[src/rtl/flagrx_pkg.sv]
package flagrx_pkg;

  localparam int BYTE_W = 8;
  localparam int CRC_W  = 2 * BYTE_W;

  typedef enum logic [1:0] {
    ST_HUNT,
    ST_ADDR,
    ST_DATA,
    ST_SKIP
  } rxState_t;

  // Strobes from bit-level control to the byte datapath
  typedef struct packed {
    logic              keepByte;
    logic [BYTE_W-1:0] byteVal;
    logic              closeFrame;
    logic              dropFrame;
  } rxStrobe_t;

  function automatic logic [CRC_W-1:0] crcByte(input logic [CRC_W-1:0] crcIn,
                                               input logic [BYTE_W-1:0] dataIn,
                                               input logic [CRC_W-1:0] poly);
    logic [CRC_W-1:0] c;
    logic fb;
    c = crcIn;
    for (int i = BYTE_W - 1; i >= 0; i--) begin
      fb = c[CRC_W-1] ^ dataIn[i];
      c  = {c[CRC_W-2:0], 1'b0};
      if (fb) c = c ^ poly;
    end
    return c;
  endfunction

endpackage

[src/rtl/flagrx_ctrl.sv]
module flagrx_ctrl
  import flagrx_pkg::*;
#(
  parameter int STUFF_RUN = 5
) (
  input  logic              clk,
  input  logic              rstN,
  input  logic              enable,
  input  logic              addrMatchEn,
  input  logic [BYTE_W-1:0] matchAddr,
  input  logic              bitValid,
  input  logic              bitIn,
  output rxStrobe_t         strobe
);

  localparam int FLAG_RUN  = STUFF_RUN + 1;
  localparam int ABORT_RUN = STUFF_RUN + 2;
  localparam int CNT_W     = $clog2(ABORT_RUN + 1);
  localparam int BC_W      = $clog2(BYTE_W);
  localparam logic [CNT_W-1:0] ONES_STUFF = CNT_W'(STUFF_RUN);
  localparam logic [CNT_W-1:0] ONES_FLAG  = CNT_W'(FLAG_RUN);
  localparam logic [CNT_W-1:0] ONES_MAX   = CNT_W'(ABORT_RUN);
  localparam logic [BC_W-1:0]  BIT_LAST   = BC_W'(BYTE_W - 1);
  localparam logic [BYTE_W-1:0] BCAST     = '1;

  rxState_t          state;
  logic [CNT_W-1:0]  onesCnt;
  logic [BYTE_W-1:0] shiftReg;
  logic [BC_W-1:0]   bitCnt;

  logic isOne, isZero, sawAbort, sawFlag, stuffBit, heldOne, shiftEn;
  logic inFrame, byteDone, addrOk;
  logic [BYTE_W-1:0] nextByte;

  always_comb begin
    isOne    = bitValid && bitIn;
    isZero   = bitValid && !bitIn;
    sawAbort = isOne && (onesCnt >= ONES_FLAG);
    sawFlag  = isZero && (onesCnt == ONES_FLAG);
    stuffBit = isZero && (onesCnt == ONES_STUFF);
    heldOne  = isOne && (onesCnt == ONES_STUFF);
    shiftEn  = bitValid && !sawAbort && !sawFlag && !stuffBit && !heldOne;
    nextByte = {shiftReg[BYTE_W-2:0], bitIn};
    inFrame  = (state != ST_HUNT);
    byteDone = enable && inFrame && shiftEn && (bitCnt == BIT_LAST);
    addrOk   = !addrMatchEn || (nextByte == matchAddr) || (nextByte == BCAST);

    strobe.keepByte   = byteDone &&
                        ((state == ST_DATA) || ((state == ST_ADDR) && addrOk));
    strobe.byteVal    = nextByte;
    strobe.closeFrame = enable && sawFlag && (state == ST_DATA);
    strobe.dropFrame  = !enable || sawAbort;
  end

  always_ff @(posedge clk) begin
    if (!rstN) begin
      state    <= ST_HUNT;
      onesCnt  <= '0;
      shiftReg <= '0;
      bitCnt   <= '0;
    end else begin
      if (bitValid) begin
        if (!bitIn)                 onesCnt <= '0;
        else if (onesCnt != ONES_MAX) onesCnt <= onesCnt + 1'b1;
      end
      if (shiftEn) shiftReg <= nextByte;

      if (!enable || sawAbort || sawFlag) bitCnt <= '0;
      else if (shiftEn)                   bitCnt <= bitCnt + 1'b1;

      if (!enable || sawAbort) state <= ST_HUNT;
      else if (sawFlag)        state <= ST_ADDR;
      else if (byteDone && (state == ST_ADDR))
        state <= addrOk ? ST_DATA : ST_SKIP;
    end
  end

  // nothing is kept while hunting
  p_hunt_silent_r1: assert property (@(posedge clk) disable iff (!rstN)
    (state == ST_HUNT) |-> !strobe.keepByte);

  // a rejected frame keeps no bytes
  p_skip_silent_r4: assert property (@(posedge clk) disable iff (!rstN)
    (state == ST_SKIP) |-> !strobe.keepByte);

  // a stuffed zero never completes a byte
  p_stuff_no_byte_r8: assert property (@(posedge clk) disable iff (!rstN)
    (bitValid && !bitIn && onesCnt == ONES_STUFF) |-> !strobe.keepByte);

  // a seventh one sends the receiver back to hunting
  p_abort_hunt_r9: assert property (@(posedge clk) disable iff (!rstN)
    (enable && bitValid && bitIn && onesCnt >= ONES_FLAG) |=> (state == ST_HUNT));

  // idle cycles leave the bit state alone
  p_idle_stable_r11: assert property (@(posedge clk) disable iff (!rstN)
    (enable && !bitValid && state != ST_HUNT) |=> ($stable(onesCnt) && $stable(bitCnt)));

endmodule

[src/rtl/flagrx_data.sv]
module flagrx_data
  import flagrx_pkg::*;
#(
  parameter logic [CRC_W-1:0] CRC_POLY = 16'h1021,
  parameter logic [CRC_W-1:0] CRC_INIT = 16'hFFFF
) (
  input  logic              clk,
  input  logic              rstN,
  input  rxStrobe_t         strobe,
  input  logic              bufFull,
  output logic              pushValid,
  output logic [BYTE_W-1:0] pushData,
  output logic              pushLast,
  output logic              dmaReq,
  output logic              overrunErr,
  output logic              crcErrIrq
);

  localparam int HOLD_N = 2;
  localparam int HC_W   = $clog2(HOLD_N + 1);
  localparam logic [HC_W-1:0] HOLD_FULL = HC_W'(HOLD_N);

  logic [BYTE_W-1:0] held [HOLD_N];
  logic [HC_W-1:0]   heldCnt;
  logic [BYTE_W-1:0] pend;
  logic              pendValid;
  logic [CRC_W-1:0]  crcAcc;
  logic [CRC_W-1:0]  rxCrc;

  always_comb rxCrc = {held[0], held[1]};

  always_ff @(posedge clk) begin
    if (!rstN) begin
      heldCnt    <= '0;
      pendValid  <= 1'b0;
      pend       <= '0;
      crcAcc     <= CRC_INIT;
      pushValid  <= 1'b0;
      pushData   <= '0;
      pushLast   <= 1'b0;
      dmaReq     <= 1'b0;
      overrunErr <= 1'b0;
      crcErrIrq  <= 1'b0;
      for (int i = 0; i < HOLD_N; i++) held[i] <= '0;
    end else begin
      pushValid  <= 1'b0;
      pushLast   <= 1'b0;
      overrunErr <= 1'b0;
      crcErrIrq  <= 1'b0;
      dmaReq     <= bufFull;

      if (strobe.dropFrame) begin
        heldCnt   <= '0;
        pendValid <= 1'b0;
        crcAcc    <= CRC_INIT;
      end else if (strobe.closeFrame) begin
        if (pendValid) begin
          if (bufFull) overrunErr <= 1'b1;
          else begin
            pushValid <= 1'b1;
            pushData  <= pend;
            pushLast  <= 1'b1;
          end
          if (crcAcc != rxCrc) crcErrIrq <= 1'b1;
        end
        heldCnt   <= '0;
        pendValid <= 1'b0;
        crcAcc    <= CRC_INIT;
      end else if (strobe.keepByte) begin
        if (heldCnt != HOLD_FULL) begin
          held[heldCnt[0]] <= strobe.byteVal;
          heldCnt          <= heldCnt + 1'b1;
        end else begin
          for (int i = 0; i < HOLD_N - 1; i++) held[i] <= held[i+1];
          held[HOLD_N-1] <= strobe.byteVal;
          crcAcc         <= crcByte(crcAcc, held[0], CRC_POLY);
          pend           <= held[0];
          pendValid      <= 1'b1;
          if (pendValid) begin
            if (bufFull) overrunErr <= 1'b1;
            else begin
              pushValid <= 1'b1;
              pushData  <= pend;
            end
          end
        end
      end
    end
  end

  // the holding stage never exceeds two bytes
  p_held_bound_r2: assert property (@(posedge clk) disable iff (!rstN)
    heldCnt <= HOLD_FULL);

  // an end marker only travels with a push
  p_last_with_push_r5: assert property (@(posedge clk) disable iff (!rstN)
    pushLast |-> pushValid);

  // CRC errors are only reported at a closing flag
  p_crc_at_close_r6: assert property (@(posedge clk) disable iff (!rstN)
    crcErrIrq |-> $past(strobe.closeFrame));

  // no push is issued into a full buffer
  p_no_push_full_r10: assert property (@(posedge clk) disable iff (!rstN)
    pushValid |-> !$past(bufFull));

  // DMA request tracks the full flag
  p_dma_follows_r10: assert property (@(posedge clk) disable iff (!rstN)
    bufFull |=> dmaReq);

  // a byte is either pushed or reported lost, never both
  p_push_xor_ovr_r10: assert property (@(posedge clk) disable iff (!rstN)
    !(pushValid && overrunErr));

endmodule

[src/rtl/flagrx_top.sv]
module flagrx_top
  import flagrx_pkg::*;
#(
  parameter int               STUFF_RUN = 5,
  parameter logic [15:0]      CRC_POLY  = 16'h1021,
  parameter logic [15:0]      CRC_INIT  = 16'hFFFF
) (
  input  logic       clk,
  input  logic       rstN,
  input  logic       enable,
  input  logic       addrMatchEn,
  input  logic [7:0] matchAddr,
  input  logic       bitValid,
  input  logic       bitIn,
  input  logic       bufFull,
  output logic       pushValid,
  output logic [7:0] pushData,
  output logic       pushLast,
  output logic       dmaReq,
  output logic       overrunErr,
  output logic       crcErrIrq
);

  rxStrobe_t strobe;

  flagrx_ctrl #(
    .STUFF_RUN (STUFF_RUN)
  ) u_ctrl (
    .clk         (clk),
    .rstN        (rstN),
    .enable      (enable),
    .addrMatchEn (addrMatchEn),
    .matchAddr   (matchAddr),
    .bitValid    (bitValid),
    .bitIn       (bitIn),
    .strobe      (strobe)
  );

  flagrx_data #(
    .CRC_POLY (CRC_POLY),
    .CRC_INIT (CRC_INIT)
  ) u_data (
    .clk        (clk),
    .rstN       (rstN),
    .strobe     (strobe),
    .bufFull    (bufFull),
    .pushValid  (pushValid),
    .pushData   (pushData),
    .pushLast   (pushLast),
    .dmaReq     (dmaReq),
    .overrunErr (overrunErr),
    .crcErrIrq  (crcErrIrq)
  );

endmodule

[config.mk]
export PLATFORM = sky130hd
export DESIGN_NAME = flagrx_top
export DESIGN_NICKNAME = d
export VERILOG_FILES = /design/src/rtl/flagrx_pkg.sv /design/src/rtl/flagrx_ctrl.sv /design/src/rtl/flagrx_data.sv /design/src/rtl/flagrx_top.sv
export SDC_FILE = /design/constraint.sdc
export NUM_CORES = 1
export LEC_CHECK = 0
export BUFFER_PORTS_ARGS = -buffer_cell sky130_fd_sc_hd__buf_2
export CORE_MARGIN = 1
export CORE_UTILIZATION = 30
export CTS_CLUSTER_DIAMETER = 200
export DETAILED_ROUTE_END_ITERATION = 8
export SLEW_MARGIN = 0
export SYNTH_ARGS = -nofsm -noshare
export SYNTH_HDL_FRONTEND = slang
export SYNTH_SLANG_ARGS = --single-unit
export TNS_END_PERCENT = 20
[constraint.sdc]
create_clock -name clk -period 2.7 [get_ports clk]
set_input_delay 0.27 -clock clk [delete_from_list [all_inputs] [get_ports clk]]
set_output_delay 0.27 -clock clk [all_outputs]
set_load 0.01 [all_outputs]
Word level (Yosys, flattened, before mapping)
Memories as Yosys holds them, arrays and structs flattened.
Cells that the tools add are included.

cells by class
  $add $sub $neg = 3
  $mul = 0
  divide/modulo/power cells = 0
  order comparisons = 1
  eq/ne operators = 12
  shift operators = 0
  multiplexer cells = 82
  bitwise logic cells = 23
  reductions and logical operators = 45

operator list
  kind                 number
  $mux 16              35
  $mux 13              8
  $mux 8               8
  $mux 1               29
  $not 3->3            8
  $logic_and 1x1->1    18
  $ne 16x16->1         1
  $eq 3x3->1 const B   3
  $reduce_or 3->1      3
  $eq 8x8->1           1
  $eq 8x8->1 const B   1
  $reduce_or 8->1      1
  $xor 1x1->1          8
  $logic_not 1->1      7
  $add 3x1->3 const B  2
  $mux 3               2
  $reduce_and 2->1     3
  $reduce_bool 2->1    3
  $logic_or 1x1->1     5
  $not 1->1            5
  $ne 2x2->1 const B   2
  $reduce_and 4->1     1
  $reduce_or 2->1      2
  $reduce_or 4->1      1
  other kinds (8)      9

word-level totals
  register bits after elaboration = 55
  bits in latches = 0
  bits in writable memories = 16
  bits in read-only memories = 0
  input port bits = 15
  logic and storage cells = 182
  memories kept = 1

memories
  memory       words  bits a word  rd ports  clocked after Yosys merged registers in  wr ports  line               RTL
  u_data.held  2      8            2         0                                        2         flagrx_data.sv:23  logic [BYTE_W-1:0] held [HOLD_N];

Logic depth before layout (Yosys ltp)
  word-level depth = 58
  depth in mapped cells = 9
  gate-level depth less buffers = 7

Cells and area by module
A second synthesis with hierarchy kept.

unflattened totals
  cell total of the unflattened synthesis = 312
  area total of the unflattened synthesis = 3244.4 µm²

modules (own cells, without submodules)
  module       times used  cells each  area each (µm²)  seq. area each (µm²)
  flagrx_data  1           211         2373.5           1281.2
  flagrx_ctrl  1           101         870.8            300.3

Least setup slack after synthesis
No wires, ideal clock.

  path type = register to register
  from = register u_ctrl.onesCnt[0]
  to = memory u_data.held[1][0], enable pin
  arrival = 2.404 ns
  slack = -0.102 ns
  cell stages (with the launch flop) = 9
  buffers on the path = 1
  period minus slack after synthesis = 2.802 ns
  path through = dfxtp_1 > inv_1 > ha_1 > o2111ai_1 > and3_1 > nor2b_1 > clkbuf_1 > a21oi_1 > o41ai_1

RTL lines
  item                      line               RTL
  start: declaration        flagrx_ctrl.sv:27  logic [CNT_W-1:0] onesCnt;
  start signal: assignment  flagrx_ctrl.sv:64  else if (onesCnt != ONES_MAX) onesCnt <= onesCnt + 1'b1;
  end: declaration          flagrx_data.sv:23

==> flow_summary.toml <==
[clock_tree]
postCtsHoldBufs = 0
insertion_delay_ps = 330
cts.htree.levels = 3
cts_buffers = 9
clkSinkCount = 71
clockBufferDepth = 2
clockRootBuffer = "clkbuf_16"
cts_resized = 0
cts_tree = "built"
clk_pin_slew_ps = 60
postCtsSetupBuffers = 0

[routing]
drcViolationCount = 0
dr.first_iter.drc_count = 132
num_vias = 2724
firstDrtPassIters = 4
wire_per_inst_um = 14.9
ant_nets = 0
drt-total-wl_um = 7820
vias_per_cell = 5.18

[placed_design]
hpwl_um = 5540
portBuffers = 27
gp_congestion = 0.809

[sta]
skew_ps = 5.63
holdWs_ps = 119
finalMaxSlewViolations = 0
rsz0062_at_grt = "no"
final_hold_viol_count = 0
tns_ps = 0
fmax_ghz = 0.424
worst_pin_slew_ps = 584
period_minus_slack_ps = 2360
maxSlewHeadroom_pct = 61.0
fin_crit_sh_pct = 87.3
finalSetupViolCount = 0

[pwr]
vdd_drop_max_v = 0.000294
leakagePower_nw = 1.49
powerDensity_nw_per_um2 = 611

[yosys]
synth_area_leaders = "dfxtp_1 32%, edfxtp_1 14%, xnor2_1 7.0%"
ys.flop_type = "dfxtp_1"
synth_nets = 374
avgSynthCellArea_um2 = 9.63
yosys.cell_types.count = 43
yosys.area.top_type_share_pct = 32.5
synth-edff-count = 16
synthCells = 352
yosysTopAreaCell = "dfxtp_1"
yosysMostFrequentCell = "dfxtp_1"
synth-seq-cells = 71
synth_warnings = 0
async_reset_ff_share_pct = 0
synth_area_um2 = 3390
synth_common_cells = "55 x dfxtp_1, 30 x o21ai_0, 29 x nand3_1"
yosysSeqAreaShare_pct = 46.7

[grt]
global_route.usage.met3_pct = 3.80
track_usage_pct = 14.3
grt-ovfl-total = 0
grt_pass1_wl_um = 12800
met1_usage_pct = 18.7
antenna_found_initial = 0
grt-busiest-layer = "met2"
grtUsageMet2_pct = 22.2
grt_max_degree = 35
grt_pass1_vias = 2574

[die]
dieArea_um2 = 11700
initial_core_util_pct = 31.0
rows = 38
core_area_um2 = 10900
die_y_um = 108
io_pins = 28
die_x_um = 108

[worst_setup_path]
worst_ep_required_time_ps = 2700
crit_path_end_kind = "flip-flop"
critPathKind = "flip-flop to flip-flop"
cp_max_fo = 8
start_kind = "flip-flop"
arrival_ps = 2360

[cells_and_area]
nNetsFinal = 403
syn_to_final_growth_pct = 18.5
layout-drive-gt1-share_pct = 16.1
antenna_cells = 0

[flow_run]
cap_violations = 0

[run_status]
outcome = "complete, no violations"

[min_path]
hold_class = "input pin to flip-flop"
-- cells by family (layout without fill, tap and decap cells) --
| logic type | after synthesis | count (layout) | synth area share [%] |
|---|---|---|---|
| simple gates | 118 | 118 | 19.2 |
| compound gates | 81 | 81 | 15.5 |
| flops | 71 | 71 | 46.7 |
| xor+xnor | 43 | 43 | 11.1 |
| buf+inv | 26 | 60 | 3.17 |
| fa+ha+maj | 7 | 7 | 2.58 |
| mux | 6 | 6 | 1.77 |
-- routing by layer --
metal / vias to the layer above / routed length, um
li1: 1353 / -
met1: 1285 / 3670
met2: 72 / 3590
met3: 14 / 409
met4: 0 / 156
met5: - / 0
-- state kept, by name, indices dropped and copies added, names as in the netlist --
register,cells
u_ctrl.shiftReg,7
u_data.held,16
u_data.crcErrIrq,1
u_data.pendValid,1
u_ctrl.onesCnt,3
u_data.heldCnt,2
u_data.pend,8
u_data.pushLast,1
u_data.dmaReq,1
u_data.overrunErr,1
u_data.crcAcc,16
u_ctrl.bitCnt,3
u_data.pushValid,1
u_data.pushData,8
u_ctrl.state,2
-- worst max-delay path, stage by stage (launching register included) --
cell and delay, ps:
dfxtp_1 400, inv_1 70, ha_1 230, a211o_1 310, a21oi_1 290, nand2_1 210, nor4_4 180, or3_1 340
-- area by class of cell --
class                           instances  area [um2]
Fill cell                            1104        6920
Tap cell                              140         175
Timing Repair Buffer                   38         218
Clock inverter                          5        35.0
Inverter                                6        22.5
Multi-Input combinational cell        255        1710
Clock buffer                           11         275
Sequential cell                        71        1580
-- power by group --
| group | leakage (nW) | internal (W) | switching [W] |
|---|---|---|---|
| clock | 0.149 | 0.000735 | 0.000468 |
| sequential | 0.603 | 0.00110 | 0.0000171 |
| combinational | 0.742 | 0.0000492 | 0.0000845 |
| total | 1.49 | 0.00188 | 0.000570 |
-- stage by stage --
step	setup WS (ps)	total power (W)	instance area, um2	cells	util [%]
floorplan	272	0.00123	3400	352	-
global placement	419	0.00127	3710	510	33.9
detailed placement	340	0.00127	3710	510	33.9
CTS	320	0.00248	4020	526	36.7
global route	122	0.00254	4020	526	36.7
finish	342	0.00245	4020	526	36.7
-- cell usage in the layout (no fill, tap or decap), types with 3 or more instances in the layout --
cell       Yosys  routed
a21oi_1       21      21
a32o_1         8       8
and3_1        10      10
buf_2          8      27
buf_4          0      11
clkbuf_16      0      11
dfxtp_1       55      55
edfxtp_1      16      16
ha_1           7       7
inv_1          6       6
mux2i_1        6       6
nand2_1       18      18
nand2b_1       3       3
nand3_1       29      29
nand4_1       18      18
nor2_1        18      18
nor3_1         5       5
nor4_1         3       3
o21ai_0       30      30
o31a_1         4       4
xnor2_1       27      27
xor2_1        16      16
-- final timing paths --
kind	from	depth (start not counted)	slack (ps)	to
max	u_ctrl.onesCnt[0]	7	340	u_data.held[0][3]
min	bufFull	2	120	u_data.pushLast
max reg2reg	u_ctrl.onesCnt[0]	7	340	u_data.held[0][3]
min reg2reg	u_ctrl.bitCnt[1]	2	460	u_ctrl.bitCnt[1]
No activity file was read; power rests on OpenSTA's default activity.
